## config.mk

```make
export PLATFORM = sky130hd
export DESIGN_NAME = ind_reg_bridge
export DESIGN_NICKNAME = d
export VERILOG_FILES = /design/src/rtl/ind_bridge_pkg.sv /design/src/rtl/ind_host_regs.sv /design/src/rtl/ind_access_check.sv /design/src/rtl/ind_bus_seq.sv /design/src/rtl/ind_reg_bridge.sv
export SDC_FILE = /design/constraint.sdc
export NUM_CORES = 1
export LEC_CHECK = 0
export BUFFER_PORTS_ARGS = -buffer_cell sky130_fd_sc_hd__buf_2
export CORE_MARGIN = 2
export CORE_UTILIZATION = 46
export CTS_CLUSTER_SIZE = 24
export DETAILED_ROUTE_END_ITERATION = 6
export PLACE_DENSITY = 0.83
export SETUP_SLACK_MARGIN = 0.3
export SYNTH_ARGS = -nofsm -noshare
export SYNTH_HDL_FRONTEND = slang
export SYNTH_HIERARCHICAL = 1
export SYNTH_SLANG_ARGS = --single-unit
```

## constraint.sdc

```tcl
create_clock -name clk -period 3.3 [get_ports clk]
set_clock_uncertainty 0.15 [all_clocks]
set_input_delay 0.495 -clock clk [delete_from_list [all_inputs] [get_ports clk]]
set_output_delay 0.495 -clock clk [all_outputs]
set_load 0.01 [all_outputs]
```

## src/rtl/ind_bridge_pkg.sv

```systemverilog
// Shared types and constants for the indirect register access engine.
package ind_bridge_pkg;

    typedef enum logic [1:0] {
        ST_IDLE  = 2'd0,
        ST_CHECK = 2'd1,
        ST_BUS   = 2'd2
    } seq_state_t;

    localparam logic [5:0] CODE_OK         = 6'd0;
    localparam logic [5:0] CODE_WRITE_ONCE = 6'd1;
    localparam logic [5:0] CODE_UNDEF      = 6'd7;
    localparam logic [5:0] CODE_PROTECTED  = 6'h3E;
    localparam logic [5:0] CODE_TIMEOUT    = 6'h3F;

    localparam int WIN_BYTES = 4;

    localparam logic [2:0] OFS_CTRL    = 3'd0;
    localparam logic [2:0] OFS_ADDR_LO = 3'd5;
    localparam logic [2:0] OFS_ADDR_HI = 3'd6;

endpackage

```

## src/rtl/ind_host_regs.sv

```systemverilog
// Host-facing byte registers: control byte, data window and target address.
// Assumes: host writes take effect on the clock edge with host_sel && host_we;
// all writes are dropped while busy; AW is between 9 and 16.
module ind_host_regs
    import ind_bridge_pkg::*;
#(
    parameter int AW = 16
) (
    input  logic                    clk,
    input  logic                    rst_n,
    input  logic                    host_sel,
    input  logic                    host_we,
    input  logic [2:0]              host_ofs,
    input  logic [7:0]              host_wdata,
    output logic [7:0]              host_rdata,
    input  logic                    busy,
    input  logic                    done,
    input  logic [5:0]              done_code,
    input  logic                    rd_load,
    input  logic [8*WIN_BYTES-1:0]  rd_data,
    output logic                    start,
    output logic                    rnw,
    output logic [AW-1:0]           tgt_addr,
    output logic [8*WIN_BYTES-1:0]  win_data
);

    logic                           wr_ok;
    logic                           rnw_q;
    logic [5:0]                     code_q;
    logic [15:0]                    addr_q;
    logic [WIN_BYTES-1:0][7:0]      win_q;

    assign wr_ok = host_sel && host_we && !busy;
    assign start = wr_ok && (host_ofs == OFS_CTRL);

    // Control fields: direction latched on start, code cleared on start, set on completion.
    always_ff @(posedge clk) begin
        if (!rst_n) begin
            rnw_q  <= 1'b0;
            code_q <= CODE_OK;
        end else if (start) begin
            rnw_q  <= host_wdata[6];
            code_q <= CODE_OK;
        end else if (done) begin
            code_q <= done_code;
        end
    end

    // Target address bytes, written by the host only while idle.
    always_ff @(posedge clk) begin
        if (!rst_n) begin
            addr_q <= '0;
        end else if (wr_ok && host_ofs == OFS_ADDR_LO) begin
            addr_q[7:0] <= host_wdata;
        end else if (wr_ok && host_ofs == OFS_ADDR_HI) begin
            addr_q[15:8] <= host_wdata;
        end
    end

    for (genvar b = 0; b < WIN_BYTES; b++) begin : g_win
        localparam logic [2:0] BYTE_OFS = 3'(1 + b);
        // Window byte: whole-word load on read completion, else host byte write.
        always_ff @(posedge clk) begin
            if (!rst_n) begin
                win_q[b] <= '0;
            end else if (rd_load) begin
                win_q[b] <= rd_data[8*b +: 8];
            end else if (wr_ok && host_ofs == BYTE_OFS) begin
                win_q[b] <= host_wdata;
            end
        end
    end

    // Host read multiplexer.
    always_comb begin
        host_rdata = 8'h00;
        if (host_ofs == OFS_CTRL) begin
            host_rdata = {busy, rnw_q, code_q};
        end else if (host_ofs == OFS_ADDR_LO) begin
            host_rdata = addr_q[7:0];
        end else if (host_ofs == OFS_ADDR_HI) begin
            host_rdata = addr_q[15:8];
        end else begin
            for (int b = 0; b < WIN_BYTES; b++) begin
                if (host_ofs == 3'(1 + b)) host_rdata = win_q[b];
            end
        end
    end

    assign rnw      = rnw_q;
    assign tgt_addr = addr_q[AW-1:0];
    assign win_data = win_q;

    assert_ctrl_hold_busy_R10: assert property (@(posedge clk) disable iff (!rst_n)
        (host_sel && host_we && busy && !done) |=> ($stable(rnw_q) && $stable(code_q)));
    assert_addr_hold_busy_R10: assert property (@(posedge clk) disable iff (!rst_n)
        (host_sel && host_we && busy) |=> $stable(addr_q));
    assert_load_only_busy_R5: assert property (@(posedge clk) disable iff (!rst_n)
        rd_load |-> busy);

endmodule

```

## src/rtl/ind_access_check.sv

```systemverilog
// Target checks run before any bus cycle: defined range, protected writes,
// and write-once tracking. Assumes the address is stable from start to done.
module ind_access_check
    import ind_bridge_pkg::*;
#(
    parameter int AW        = 16,
    parameter int NUM_REGS  = 64,
    parameter int PROT_BASE = 56,
    parameter int WO_BASE   = 16,
    parameter int WO_COUNT  = 8
) (
    input  logic          clk,
    input  logic          rst_n,
    input  logic [AW-1:0] addr,
    input  logic          rnw,
    input  logic          wo_commit,
    output logic [5:0]    chk_code
);

    localparam logic [AW-1:0] NUM_A  = AW'(NUM_REGS);
    localparam logic [AW-1:0] PROT_A = AW'(PROT_BASE);

    logic [WO_COUNT-1:0] wo_match;
    logic [WO_COUNT-1:0] wo_done_q;
    logic                in_range;
    logic                is_prot;
    logic                wo_hit;

    for (genvar i = 0; i < WO_COUNT; i++) begin : g_wo
        localparam logic [AW-1:0] MY_ADDR = AW'(WO_BASE + i);
        assign wo_match[i] = (addr == MY_ADDR);
        // Write-once flag: set by a completed write, cleared only by reset.
        always_ff @(posedge clk) begin
            if (!rst_n) begin
                wo_done_q[i] <= 1'b0;
            end else if (wo_commit && wo_match[i]) begin
                wo_done_q[i] <= 1'b1;
            end
        end
        assert_flag_sticky_R8: assert property (@(posedge clk) disable iff (!rst_n)
            wo_done_q[i] |=> wo_done_q[i]);
    end

    assign in_range = (addr < NUM_A);
    assign is_prot  = (addr >= PROT_A);
    assign wo_hit   = |(wo_match & wo_done_q);

    // Code selection, in priority order: range, protection, write-once.
    always_comb begin
        if (!in_range) begin
            chk_code = CODE_UNDEF;
        end else if (!rnw && is_prot) begin
            chk_code = CODE_PROTECTED;
        end else if (!rnw && wo_hit) begin
            chk_code = CODE_WRITE_ONCE;
        end else begin
            chk_code = CODE_OK;
        end
    end

    assert_wo_code_write_R8: assert property (@(posedge clk) disable iff (!rst_n)
        (chk_code == CODE_WRITE_ONCE) |-> !rnw);

endmodule

```

## src/rtl/ind_bus_seq.sv

```systemverilog
// Access sequencer: one check cycle, then a held request until acknowledge
// or TIMEOUT request cycles. Assumes ib_ack is only asserted during ib_req.
module ind_bus_seq
    import ind_bridge_pkg::*;
#(
    parameter int TIMEOUT = 256
) (
    input  logic       clk,
    input  logic       rst_n,
    input  logic       start,
    input  logic       rnw,
    input  logic [5:0] chk_code,
    input  logic       ib_ack,
    output logic       busy,
    output logic       ib_req,
    output logic       done,
    output logic [5:0] done_code,
    output logic       rd_load,
    output logic       wo_commit
);

    localparam int TW = (TIMEOUT > 2) ? $clog2(TIMEOUT) : 1;
    localparam logic [TW-1:0] LAST = TW'(TIMEOUT - 1);

    seq_state_t    state_q;
    logic [TW-1:0] cnt_q;
    logic          in_check;
    logic          in_bus;
    logic          expired;

    assign in_check = (state_q == ST_CHECK);
    assign in_bus   = (state_q == ST_BUS);
    assign expired  = in_bus && !ib_ack && (cnt_q == LAST);

    assign busy      = (state_q != ST_IDLE);
    assign ib_req    = in_bus;
    assign done      = (in_check && chk_code != CODE_OK) || (in_bus && (ib_ack || expired));
    assign done_code = in_check ? chk_code : (ib_ack ? CODE_OK : CODE_TIMEOUT);
    assign rd_load   = in_bus && ib_ack && rnw;
    assign wo_commit = in_bus && ib_ack && !rnw;

    // State register: idle -> check -> bus -> idle, with early exit on a check failure.
    always_ff @(posedge clk) begin
        if (!rst_n) begin
            state_q <= ST_IDLE;
        end else begin
            case (state_q)
                ST_IDLE:  if (start) state_q <= ST_CHECK;
                ST_CHECK: state_q <= (chk_code != CODE_OK) ? ST_IDLE : ST_BUS;
                ST_BUS:   if (done) state_q <= ST_IDLE;
                default:  state_q <= ST_IDLE;
            endcase
        end
    end

    // Wait counter: counts request cycles without acknowledge.
    always_ff @(posedge clk) begin
        if (!rst_n) begin
            cnt_q <= '0;
        end else if (in_check) begin
            cnt_q <= '0;
        end else if (in_bus && !done) begin
            cnt_q <= cnt_q + 1'b1;
        end
    end

    assert_busy_held_R3: assert property (@(posedge clk) disable iff (!rst_n)
        (busy && !done) |=> busy);
    assert_done_clears_R3: assert property (@(posedge clk) disable iff (!rst_n)
        done |=> !busy);
    assert_start_idle_R10: assert property (@(posedge clk) disable iff (!rst_n)
        start |-> !busy);
    assert_timeout_drop_R9: assert property (@(posedge clk) disable iff (!rst_n)
        (ib_req && !ib_ack && cnt_q == LAST) |=> !ib_req);

endmodule

```

## src/rtl/ind_reg_bridge.sv

```systemverilog
// Top of the indirect register access engine: host byte registers, target
// checks and the internal bus sequencer. Assumes a single internal slave
// that answers each request with one ib_ack cycle.
module ind_reg_bridge
    import ind_bridge_pkg::*;
#(
    parameter int AW        = 16,
    parameter int NUM_REGS  = 64,
    parameter int PROT_BASE = 56,
    parameter int WO_BASE   = 16,
    parameter int WO_COUNT  = 8,
    parameter int TIMEOUT   = 256
) (
    input  logic                    clk,
    input  logic                    rst_n,
    input  logic                    host_sel,
    input  logic                    host_we,
    input  logic [2:0]              host_ofs,
    input  logic [7:0]              host_wdata,
    output logic [7:0]              host_rdata,
    output logic                    ib_req,
    output logic                    ib_we,
    output logic [AW-1:0]           ib_addr,
    output logic [8*WIN_BYTES-1:0]  ib_wdata,
    input  logic [8*WIN_BYTES-1:0]  ib_rdata,
    input  logic                    ib_ack
);

    logic          busy;
    logic          done;
    logic [5:0]    done_code;
    logic          rd_load;
    logic          wo_commit;
    logic          start;
    logic          rnw;
    logic [5:0]    chk_code;

    ind_host_regs #(.AW(AW)) u_regs (
        .clk        (clk),
        .rst_n      (rst_n),
        .host_sel   (host_sel),
        .host_we    (host_we),
        .host_ofs   (host_ofs),
        .host_wdata (host_wdata),
        .host_rdata (host_rdata),
        .busy       (busy),
        .done       (done),
        .done_code  (done_code),
        .rd_load    (rd_load),
        .rd_data    (ib_rdata),
        .start      (start),
        .rnw        (rnw),
        .tgt_addr   (ib_addr),
        .win_data   (ib_wdata)
    );

    ind_access_check #(
        .AW        (AW),
        .NUM_REGS  (NUM_REGS),
        .PROT_BASE (PROT_BASE),
        .WO_BASE   (WO_BASE),
        .WO_COUNT  (WO_COUNT)
    ) u_check (
        .clk       (clk),
        .rst_n     (rst_n),
        .addr      (ib_addr),
        .rnw       (rnw),
        .wo_commit (wo_commit),
        .chk_code  (chk_code)
    );

    ind_bus_seq #(.TIMEOUT(TIMEOUT)) u_seq (
        .clk       (clk),
        .rst_n     (rst_n),
        .start     (start),
        .rnw       (rnw),
        .chk_code  (chk_code),
        .ib_ack    (ib_ack),
        .busy      (busy),
        .ib_req    (ib_req),
        .done      (done),
        .done_code (done_code),
        .rd_load   (rd_load),
        .wo_commit (wo_commit)
    );

    assign ib_we = !rnw;

    assert_bus_stable_R4: assert property (@(posedge clk) disable iff (!rst_n)
        (ib_req && !ib_ack && busy) |=> ($stable(ib_addr) && $stable(ib_we) && $stable(ib_wdata)));
    assert_no_req_when_rejected_R6: assert property (@(posedge clk) disable iff (!rst_n)
        $rose(ib_req) |-> (ib_addr < AW'(NUM_REGS)));

endmodule

```

After elaboration in Yosys (flattened, before gate mapping). Index checks and enable logic that the tools add are counted.

Flip-flop bits (word level): 73. Bits of input ports: 48. Output and inout bits: 58. Word-level logic and storage cells: 113.

$add $sub $neg: 1. Magnitude comparators: 2. Equality and inequality tests: 19. Mux-type cells: 24. Bitwise operators: 3. Reduce and logical (&&, ||, !) cells: 46.

Operators with widths (number): $eq A16 B5 Y1 const B (8); $mux W8 (15); $logic_and A1 B1 Y1 (27); $mux W6 (4); $ge A16 B6 Y1 const B (1); $lt A16 B7 Y1 const B (1); $reduce_bool A2 Y1 (5); $eq A3 B3 Y1 const B (3); $add A8 B1 Y8 const B (1); $and A8 B8 Y8 (1); $eq A8 B8 Y1 const B (1); $reduce_or A8 Y1 (1); $eq A3 B2 Y1 const B (2); $mux W2 (3); $pmux W2 S3 (1); $reduce_bool A6 Y1 (1); $logic_not A1 Y1 (4); $reduce_and A2 Y1 (2); $reduce_or A2 Y1 (2); $eq A3 B1 Y1 const B (1); $logic_not A3 Y1 (1); $eq A2 B1 Y1 const B (1); $eq A2 B2 Y1 const B (1); $logic_not A2 Y1 (1); other kinds (5) (7).

Depth between registers and ports, before layout. Gate-level depths: netlist (run 1).

Depth in word-level cells: 12. Gate-level depth with buffers: 10. Mapped depth without buffers: 8.

Modules after synthesis. The synthesis (run 1) kept the hierarchy.

By module, submodules not included: ind_host_regs (instances 1, cells each 384, area each 3131.8 um^2, seq. area each 1101.1 um^2); ind_bus_seq (instances 1, cells each 69, area each 574.3 um^2, seq. area each 200.2 um^2); ind_access_check (instances 1, cells each 61, area each 499.2 um^2, seq. area each 160.2 um^2); ind_reg_bridge (instances 1, cells each 1, area each 3.8 um^2, seq. area each 0.0 um^2).

Least setup slack after synthesis (run 1). OpenSTA, ideal clock, no wires.

Path kind: register -> register. Start point: register u_regs.addr_q[11], in the netlist u_regs/tgt_addr[11]. End point: register u_regs.code_q[0]. Setup time: 128 ps. Arrival: 2233 ps. Slack: 789 ps. Stages on the path, launching flop included: 11. Path through: dfxtp_1 -> nor4_2 -> and3_4 -> nand2_1 -> buf_4 -> or4_1 -> nor3_1 -> o21ai_0 -> buf_1 -> mux2i_1 -> nor2_1.

RTL lines: from (decl) (line ind_host_regs.sv:30) `logic [15:0] addr_q;`; from (signal assigned) (line ind_host_regs.sv:56) `addr_q[15:8] <= host_wdata;`; $ge A16 B6 Y1 (line ind_access_check.sv:45) `assign is_prot = (addr >= PROT_A);`; $logic_and A1 B1 Y1 (line ind_access_check.sv:52) `end else if (!rnw && is_prot) begin`; $mux W6 (line ind_access_check.sv:52); $mux W6 * (line ind_access_check.sv:50) `if (!in_range) begin`; via chk_code[1] (line ind_reg_bridge.sv:36) `logic [5:0] chk_code;`; $reduce_bool A6 Y1 * (line ind_bus_seq.sv:37) `assign done = (in_check && chk_code != CODE_OK) || (in_bus && (ib_ack || expired));`; $logic_and A1 B1 Y1 * (line ind_bus_seq.sv:37); $logic_or A1 B1 Y1 * (line ind_bus_seq.sv:37); via done (line ind_reg_bridge.sv:30) `logic done;`; to (signal assigned) (line ind_host_regs.sv:45) `code_q <= done_code;`; to (decl) (line ind_host_regs.sv:29) `logic [5:0] code_q;`.

Mark *: on every way through the listed nets, which the timed path passes. The rest lies on a longest branch. A chain may end at the register's enable or synchronous reset.

Final worst setup path (run 1).
Start point: input host_ofs[1]. End point: output host_rdata[6].

Cells in the longest elaborated chain, start to end: 8.

RTL lines: from (decl) (line ind_reg_bridge.sv:18) `input logic [2:0] host_ofs,`; $eq A3 B1 Y1 (line ind_host_regs.sv:85) `if (host_ofs == 3'(1 + b)) host_rdata = win_q[b];`; $mux W8 (4 in series) (line ind_host_regs.sv:85); $mux W8 (line ind_host_regs.sv:81) `end else if (host_ofs == OFS_ADDR_HI) begin`; $mux W8 (line ind_host_regs.sv:79) `end else if (host_ofs == OFS_ADDR_LO) begin`; $mux W8 * (line ind_host_regs.sv:77) `if (host_ofs == OFS_CTRL) begin`; to (decl) (line ind_reg_bridge.sv:20) `output logic [7:0] host_rdata,`.

Every way passes the cells marked *; elsewhere a longest branch is shown, timed or not.

==> results of run 1 <==
-- cell usage after synthesis, drive strengths merged, types with 3 or more instances --
cell / number / share of area [%]
a21oi: 37 / 4.4
nor4bb: 4 / 0.95
nor2b: 9 / 1.3
dfxtp: 73 / 35
nor4: 5 / 1.0
nor3: 3 / 0.36
o221a: 4 / 1.1
buf: 24 / 4.1
and3: 5 / 0.92
nor2: 24 / 2.2
o2bb2ai: 7 / 1.5
a21boi: 18 / 3.2
mux2: 3 / 0.80
nand3: 23 / 2.7
o21a: 7 / 1.2
nand2: 21 / 1.9
o211ai: 6 / 1.1
inv: 4 / 0.36
mux2i: 14 / 3.3
nand2b: 4 / 0.59
nor3b: 12 / 2.4
a221oi: 3 / 0.77
a31oi: 34 / 5.1
clkbuf: 28 / 2.5
or4: 3 / 0.54
and3b: 7 / 1.5
o21ai: 101 / 12
nand4b: 6 / 1.6
-- state kept, by name, summed over array words and instances, names as in the netlist --
register           flops
u_regs/win_data       32
u_regs/tgt_addr       16
u_check/wo_done_q      8
u_seq/cnt_q            8
u_regs/code_q          6
u_seq/state_q          2
u_regs/rnw             1
-- path summary, 6_finish.rpt --
path                            slack [ns]                    to                 start  cells past startpoint
worst min register to register        0.30  u_check/wo_done_q[3]  u_check/wo_done_q[3]                      2
worst min-delay path                  0.27   u_regs/win_data[20]          ib_rdata[20]                      3
worst max register to register        0.71      u_regs/code_q[3]   u_regs/tgt_addr[11]                      9
worst max-delay path                  0.58         host_rdata[6]           host_ofs[1]                      5
-- per-stage QoR --
step | hold WS, ns | instance area (sq um) | utilization [%] | std cells
finish | 0.270 | 4800 | 54.5 | 698
global route | 0.283 | 4800 | 54.5 | 698
CTS | 0.251 | 4800 | 54.5 | 698
detailed placement | 0.291 | 4660 | 53.0 | 686
global placement | 0.285 | 4660 | 53.0 | 686
floorplan | 0.275 | 4210 | - | 515
-- layout make-up --
class	count	area share, %
Clock buffer	10	2.66
Clock inverter	2	0.208
Inverter	4	0.313
Multi-Input combinational cell	386	51.1
Sequential cell	73	30.4
Tap cell	108	2.81
Timing Repair Buffer	115	12.5
-- cell families after synthesis --
logic type      after synthesis  synth area share (%)
fa+ha+maj                     1                 0.297
mux                          17                  4.13
compound gates              224                  32.0
simple gates                142                  21.4
xor+xnor                      2                 0.416
buf+inv                      56                  7.02
flops                        73                  34.7
-- worst reg2reg max path, stage by stage, from the launching register on --
cell     delay [ns]
dfxtp_1        0.36
nor4_2         0.30
and3_4         0.29
nand2_1        0.12
or4_1          0.51
nor3_1         0.22
o21ai_0        0.12
buf_4          0.18
mux2i_1        0.17
nor2_1         0.06
-- where the power goes --
group	internal [mW]	leakage, nW	switching, mW
clock	0.254	0.0737	0.303
combinational	0.0830	1.18	0.142
sequential	0.889	0.589	0.0105
total	1.23	1.84	0.456
-- per-layer routing --
| metal | track usage [%] | routed length [microns] |
|---|---|---|
| met3 | 6.68 | 1300 |
| met1 | 33.0 | 5290 |
| met5 | 0 | 0 |
| met2 | 39.9 | 5850 |
| met4 | 14.6 | 521 |
==> metrics, run 1 <==
Hold Fails Final Rpt=0; Rows=34; layout cell share with drive strength beyond 1=around 26%; vias in the first global route=4256; GP Congestion=just over 0.9; cts hold-fix bufs=0; FFs w/ async S/R, synth=0%; CP max FO=31; final setup fails=0; first-pass GRT wire length=a little over 20000 microns; hpwl dp=9170 microns; fin crit share=82.4%; clk sink count=73; Post-CTS Resized=0; type of the worst min-delay path=primary input to register; worst path buffer plus inverter count=2; Synth Area per Inst=around 8 sq um; delay-heaviest family, CP=buffers and inverters; register area=~1500 sq um; ys flop type=dfxtp_1; GRT overflow=0; GRT Total Usage=between 20 and 30%; Clk pin slew, worst setup/hold paths=approximately 0.070 ns; I/O Pins=about 110; Clk Latency, worst-skew pair=roughly 0.35 ns; FILL cells=slightly above 800; post-detailed-route DRC marker count=0; area grow syn2layout=14.1%; status=finished, final reports clean; initial antenna violation count=0; # Post-CTS Setup Buffers=0; Num CTS Buffers=9; max incr delay on CP=0.46 ns; CP Class=primary input to output pin; cells after synthesis=about 520; Post-Syn Area=about 4200 sq um; multi-input combinational cell area=~2500 sq um; final wirelength=approximately 13000 microns; leakage=~1.8 nW; fin nets=around 640; Synth Net Count=564; VDD IR max=approximately 0.26 mV; most frequent CP cell=buf_2; setup TNS=0 ns; most common cell after layout, fill and taps aside=buf_2; Rel. slew slack=between 40% and 50%; Pre-antenna DRT Iters=5; core area=~8800 sq um; Die H=around 100 microns; 1st-iter DRT viols=between 400 and 500; max_cap viols=0; CP Launch Type=primary input; unrepaired setup endpoints after global routing=false; Synth cell types=65; Place WS=roughly 0.64 ns; worst setup margin=0.582 ns; Yosys warning count=6; largest net degree at the start of global routing=40; Power Density=approximately 350 nW/um^2; via/cell ratio=around 6.4; post-synthesis sequential area ratio=between 30% and 40%; Required @ worst endpoint=about 2.7 ns; port bufs=roughly 110; clk buf depth=2; min Tclk post-route=about 2.7 ns; Starting Density=47.8%; Die Area=slightly below 10000 sq um; WL per Instance=between 15 and 20 microns; fin. max-slew vios=0; H-tree depth=3; antenna diode count=0; maximum operating frequency=between 300 and 400 MHz; overall power=~1.7 mW; Final ANT Viol Nets=0; register bit total from synthesis=73; CP arrival=between 2 and 2.5 ns; Least-Margin Pin Slew=0.814 ns; crit path cell chain=buf_2 > or2_1 > nor2_1 > o32ai_2 > buf_2; Die Wd=roughly 100 microns; number of synthesized flops with an enable pin=0; Clock Tree Root=clkbuf_8; DR vias=roughly 4400; CTS tree=yes; crit path max-delay cell type=buf_2; Setup crit end kind=output pin; most frequent cells in the layout=buf_2 (105), o21ai_0 (90), dfxtp_1 (73)
Note: power is estimated with default switching activity, not from simulation.
==> inputs of run 2 (changes only) <==
Clock period 3.3 ns to 2.8 ns, I/O delays scaled along.
==> metrics, run 2 (same netlist as run 1, synthesis figures left out) <==
post-detailed-route DRC marker count=0; Critical Path Source=u_regs/tgt_addr[9]; area grow syn2layout=17.7%; layout cell share with drive strength beyond 1=between 20 and 30%; most common cell after layout, fill and taps aside=buf_2; DR vias=~4500; Reg power frac=between 50 and 60%; H-tree depth=3; clk buf depth=2; fin. max-slew vios=0; hpwl dp=~9500 microns; CP Launch Type=register; setup TNS=0 ns; Starting Density=a little under half; 1st-iter DRT viols=around 490; Pre-antenna DRT Iters=5; Die Wd=~100 microns; clock share of power=between 30 and 40%; clk sink count=73; status=finished, final reports clean; met3 Track Usage GR=between 5 and 6%; fin nets=~650; Pint=~1.5 mW; core area=8810 sq um; Setup crit end kind=register; Rows=34; Least-Margin Pin Slew=between 0.5 and 0.6 ns; unrepaired setup endpoints after global routing=false; Die H=approximately 100 microns; worst setup margin=between 0.3 and 0.4 ns; Die Area=9930 sq um; sw frac=29.8%; vias in the first global route=about 4200; number of placed instances, taps included=690; Power Density=424 nW/um^2; CTS tree=yes; Post-Layout Cell Count=709; VDD IR max=0.258 mV; antenna diode count=0; GRT Max-Usage Layer=met2; first-pass GRT wire length=around 21000 microns; NetSw=about 0.63 mW; largest net degree at the start of global routing=40; Area after DPL=approximately 4700 sq um; Hold Path Origin=ib_rdata[3]; I/O Pins=about 110; fin crit share=87.9%; Fin Hold WS=around 0.17 ns; final setup fails=0; Required @ worst endpoint=around 2.9 ns; leakage=roughly 1.9 nW; Num CTS Buffers=9; type of the worst min-delay path=primary input to register; Final Instance Area=approximately 5000 sq um; Clock Tree Root=clkbuf_8; min Tclk post-route=between 2 and 2.5 ns; met2 Usage GRT=a little over two fifths; CP arrival=approximately 2.5 ns; via/cell ratio=6.41; GP Congestion=~0.95; WL per Instance=about 20 microns; max_cap viols=0; Place WS=between 0.08 and 0.09 ns; Clk Latency, worst-skew pair=roughly 0.35 ns; Final ANT Viol Nets=0; most frequent cells in the layout=buf_2 (103), o21ai_0 (88), dfxtp_1 (69); GRT overflow=0; GRT Total Usage=26.8%; CP max FO=6; worst r2r src=u_regs/tgt_addr[9]; Clk pin slew, worst setup/hold paths=~0.09 ns; Hold Fails Final Rpt=0; Comb power frac=~14%; max reg flops=32; port bufs=roughly 110; met1 GRT Util=35.2%; post-route core utilization=roughly 56%; initial antenna violation count=0; overall power=about 2.1 mW; CP Class=register to register; maximum operating frequency=around 410 MHz; final wirelength=approximately 14000 microns; Rel. slew slack=62.7%
## run 2: worst max-delay path, cell delays in order, from the launching register on
cell	delay, ns
dfxtp_4	0.37
nor4_4	0.27
and3_4	0.26
nand2_4	0.07
or4_4	0.53
nor3_4	0.25
o21ai_4	0.13
mux2i_1	0.22
nor2_1	0.07
## run 2: path summary, 6_finish.rpt
kind / end / slack (ns) / cells past startpoint
worst max-delay path: u_regs/code_q[0] / 0.34 / 8
worst min-delay path: u_regs/win_data[3] / 0.17 / 3
worst max register to register: u_regs/code_q[0] / 0.34 / 8
worst min register to register: u_check/wo_done_q[0] / 0.31 / 2
## run 2: per-layer routing
metal	part of all wire, %	routed length, microns	vias to the layer above
met5	0	0	-
met4	3.0	417	0
met3	11	1460	40
met2	47	6510	311
met1	39	5410	2104
li1	-	-	2093
## run 2: layout make-up
type | count | area [sq um]
Fill cell | 788 | 3850
Timing Repair Buffer | 121 | 651
Clock inverter | 7 | 47.5
Sequential cell | 73 | 1470
Inverter | 4 | 18.8
Clock buffer | 9 | 124
Multi-Input combinational cell | 386 | 2500
Timing Repair inverter | 1 | 7.51
Tap cell | 108 | 135
## run 2: timing repair
| item | CTS | global route |
|---|---|---|
| endpoints found under the setup margin | 6 | 46 |
| buffers inserted | 0 | 2 |
| resized for setup | 3 | 18 |
| pin swaps | 0 | 5 |
| gates cloned | 0 | 1 |
| hold buffers | 0 | 0 |
## run 2: power by group through the flow
stage / clock network (mW) / registers, mW / logic (mW)
2_1_floorplan: 0 / 1.08 / 0.166
3_3_place_gp: 0 / 1.08 / 0.260
3_5_place_dp: 0 / 1.08 / 0.266
4_1_cts: 0.748 / 1.06 / 0.271
5_1_grt: 0.792 / 1.06 / 0.311
6_report: 0.752 / 1.06 / 0.293
==> inputs of run 3 (changes only) <==
Settings changed: CORE_MARGIN 2 to 5.
==> metrics, run 3 (same netlist as run 1, synthesis figures left out) <==
Crit Reg-Reg Endpoint=u_regs/code_q[1]; Hold Fails Final Rpt=0; Setup crit end kind=register; CP max FO=6; H-tree depth=3; Pre-antenna DRT Iters=6; Critical Path Source=u_regs/tgt_addr[11]; first-pass GRT wire length=22200 microns; Starting Density=46.4%; GRT Total Usage=about 25%; worst r2r src=u_regs/tgt_addr[11]; Die H=106 microns; clk sink count=73; max incr delay on CP=between 0.5 and 0.6 ns; final wirelength=14300 microns; port bufs=approximately 110; GP Congestion=between 0.9 and 1; vias in the first global route=roughly 4200; clk buf depth=2; Power Density=458 nW/um^2; Post-Layout Cell Count=~700; min Tclk post-route=2.43 ns; GRT overflow=0; Die Area=11200 sq um; max_cap viols=0; crit path cell chain=nor4_2 > and3_4 > nand2_2 > or4_4 > nor3_4 > o21ai_4 > mux2i_1 > nor2_1; antenna diode count=0; delay-heaviest family, CP=simple AND/OR/NAND/NOR gates; crit path max-delay cell type=or4_4; Clk Latency, worst-skew pair=0.36 ns; unrepaired setup endpoints after global routing=false; Clock Tree Root=clkbuf_8; fin crit share=86.7%; hold path endpoint=u_regs/win_data[27]; Num CTS Buffers=9; via/cell ratio=around 6.4; setup TNS=0 ns; Hold Path Origin=ib_rdata[27]; largest net degree at the start of global routing=37; status=finished, final reports clean; Rel. slew slack=21.2%; post-detailed-route DRC marker count=0; fin nets=about 650; CP Class=register to register; Clk pin slew, worst setup/hold paths=0.09 ns; number of placed instances, taps included=696; most frequent cells in the layout=buf_2 (103), o21ai_0 (89), dfxtp_1 (73); hpwl dp=between 10000 and 15000 microns; maximum operating frequency=412 MHz; area grow syn2layout=19.1%; Die Wd=between 100 and 150 microns; FF-to-FF path depth=8; WL per Instance=approximately 20 microns; final setup fails=0; CP Launch Type=register; fin. max-slew vios=0; 1st-iter DRT viols=between 500 and 600; initial antenna violation count=0; I/O Pins=between 100 and 150; CP arrival=between 2 and 3 ns; reg2reg setup slack=about 0.37 ns; layout cell share with drive strength beyond 1=28.5%; VDD IR max=approximately 0.27 mV; CTS tree=yes; core area=around 9100 sq um; Rows=35; DR vias=about 4500; Required @ worst endpoint=~2.9 ns; Final ANT Viol Nets=0; worst path buffer plus inverter count=0; WHS Path Cells=3; max reg flops=32; Least-Margin Pin Slew=around 1.2 ns; leakage=slightly below 2 nW; most common cell after layout, fill and taps aside=buf_2; type of the worst min-delay path=primary input to register
run 3: cell count changes in the layout (fill, tap and decap cells not counted), moves of 2 or more:
cell        delta
buf_4          +3
bufinv_16      +2
clkinvlp_4     -4
dfxtp_1        +4
dfxtp_2        -3
run 3: power breakdown:
group	leakage [nW]	switching (mW)	internal, mW	total [mW]
logic	1.24	0.185	0.115	0.300
clock network	0.113	0.413	0.525	0.938
registers	0.589	0.00978	1.05	1.06
total	1.94	0.608	1.69	2.29
run 3: area by class of cell:
class                      count  area (sq um)
sequential                    73          1460
timing repair buffer         125           684
clock inverter                 5          78.8
tap                          111           139
clock buffer                  11           141
fill                         862          4050
multi-input combinational    386          2490
inverter                       4          15.0
run 3: metrics by stage:
stage          util [%]  area (sq um)  total power [mW]  worst slack, ns  hold slack (ns)
2_1_floorplan         -          4210              1.25            0.352            0.275
3_3_place_gp       52.1          4720              1.35            0.184            0.290
3_5_place_dp       52.1          4720              1.35           0.0197            0.294
4_1_cts            54.7          4960              2.27            0.310            0.172
5_1_grt            55.3          5010              2.36            0.289            0.194
6_report           55.3          5010              2.29            0.372            0.176
run 3: tightest hold or removal path: stages:
cell and delay [ns]:
buf_2 0.07, o21ai_0 0.06, a21oi_1 0.10
run 3: how the worst max path moves through the flow:
stage | endpoint | slack, ns | cells after the start
2_1_floorplan | u_regs/code_q[0] | 0.35 | 10
3_3_place_gp | u_regs/code_q[2] | 0.18 | 8
3_5_place_dp | u_regs/code_q[1] | 0.02 | 8
4_1_cts | host_rdata[0] | 0.31 | 5
5_1_grt | u_regs/code_q[1] | 0.29 | 8
6_report | u_regs/code_q[1] | 0.37 | 8
run 3: metal layers:
| metal | vias to the layer above | part of all wire (%) | track usage (%) | wire length, microns |
|---|---|---|---|---|
| li1 | 2092 | - | - | - |
| met2 | 261 | 46 | 39.6 | 6650 |
| met4 | 0 | 3.0 | 10.4 | 426 |
| met3 | 37 | 8.5 | 4.96 | 1220 |
| met1 | 2155 | 42 | 32.7 | 6040 |
| met5 | - | 0 | 0 | 0 |
run 3: what timing repair did:
item,in CTS,in global routing
setup endpoints to repair,8,12
buffers inserted,0,3
gates resized for setup,5,8
pin swaps,0,2
hold buffers,0,0
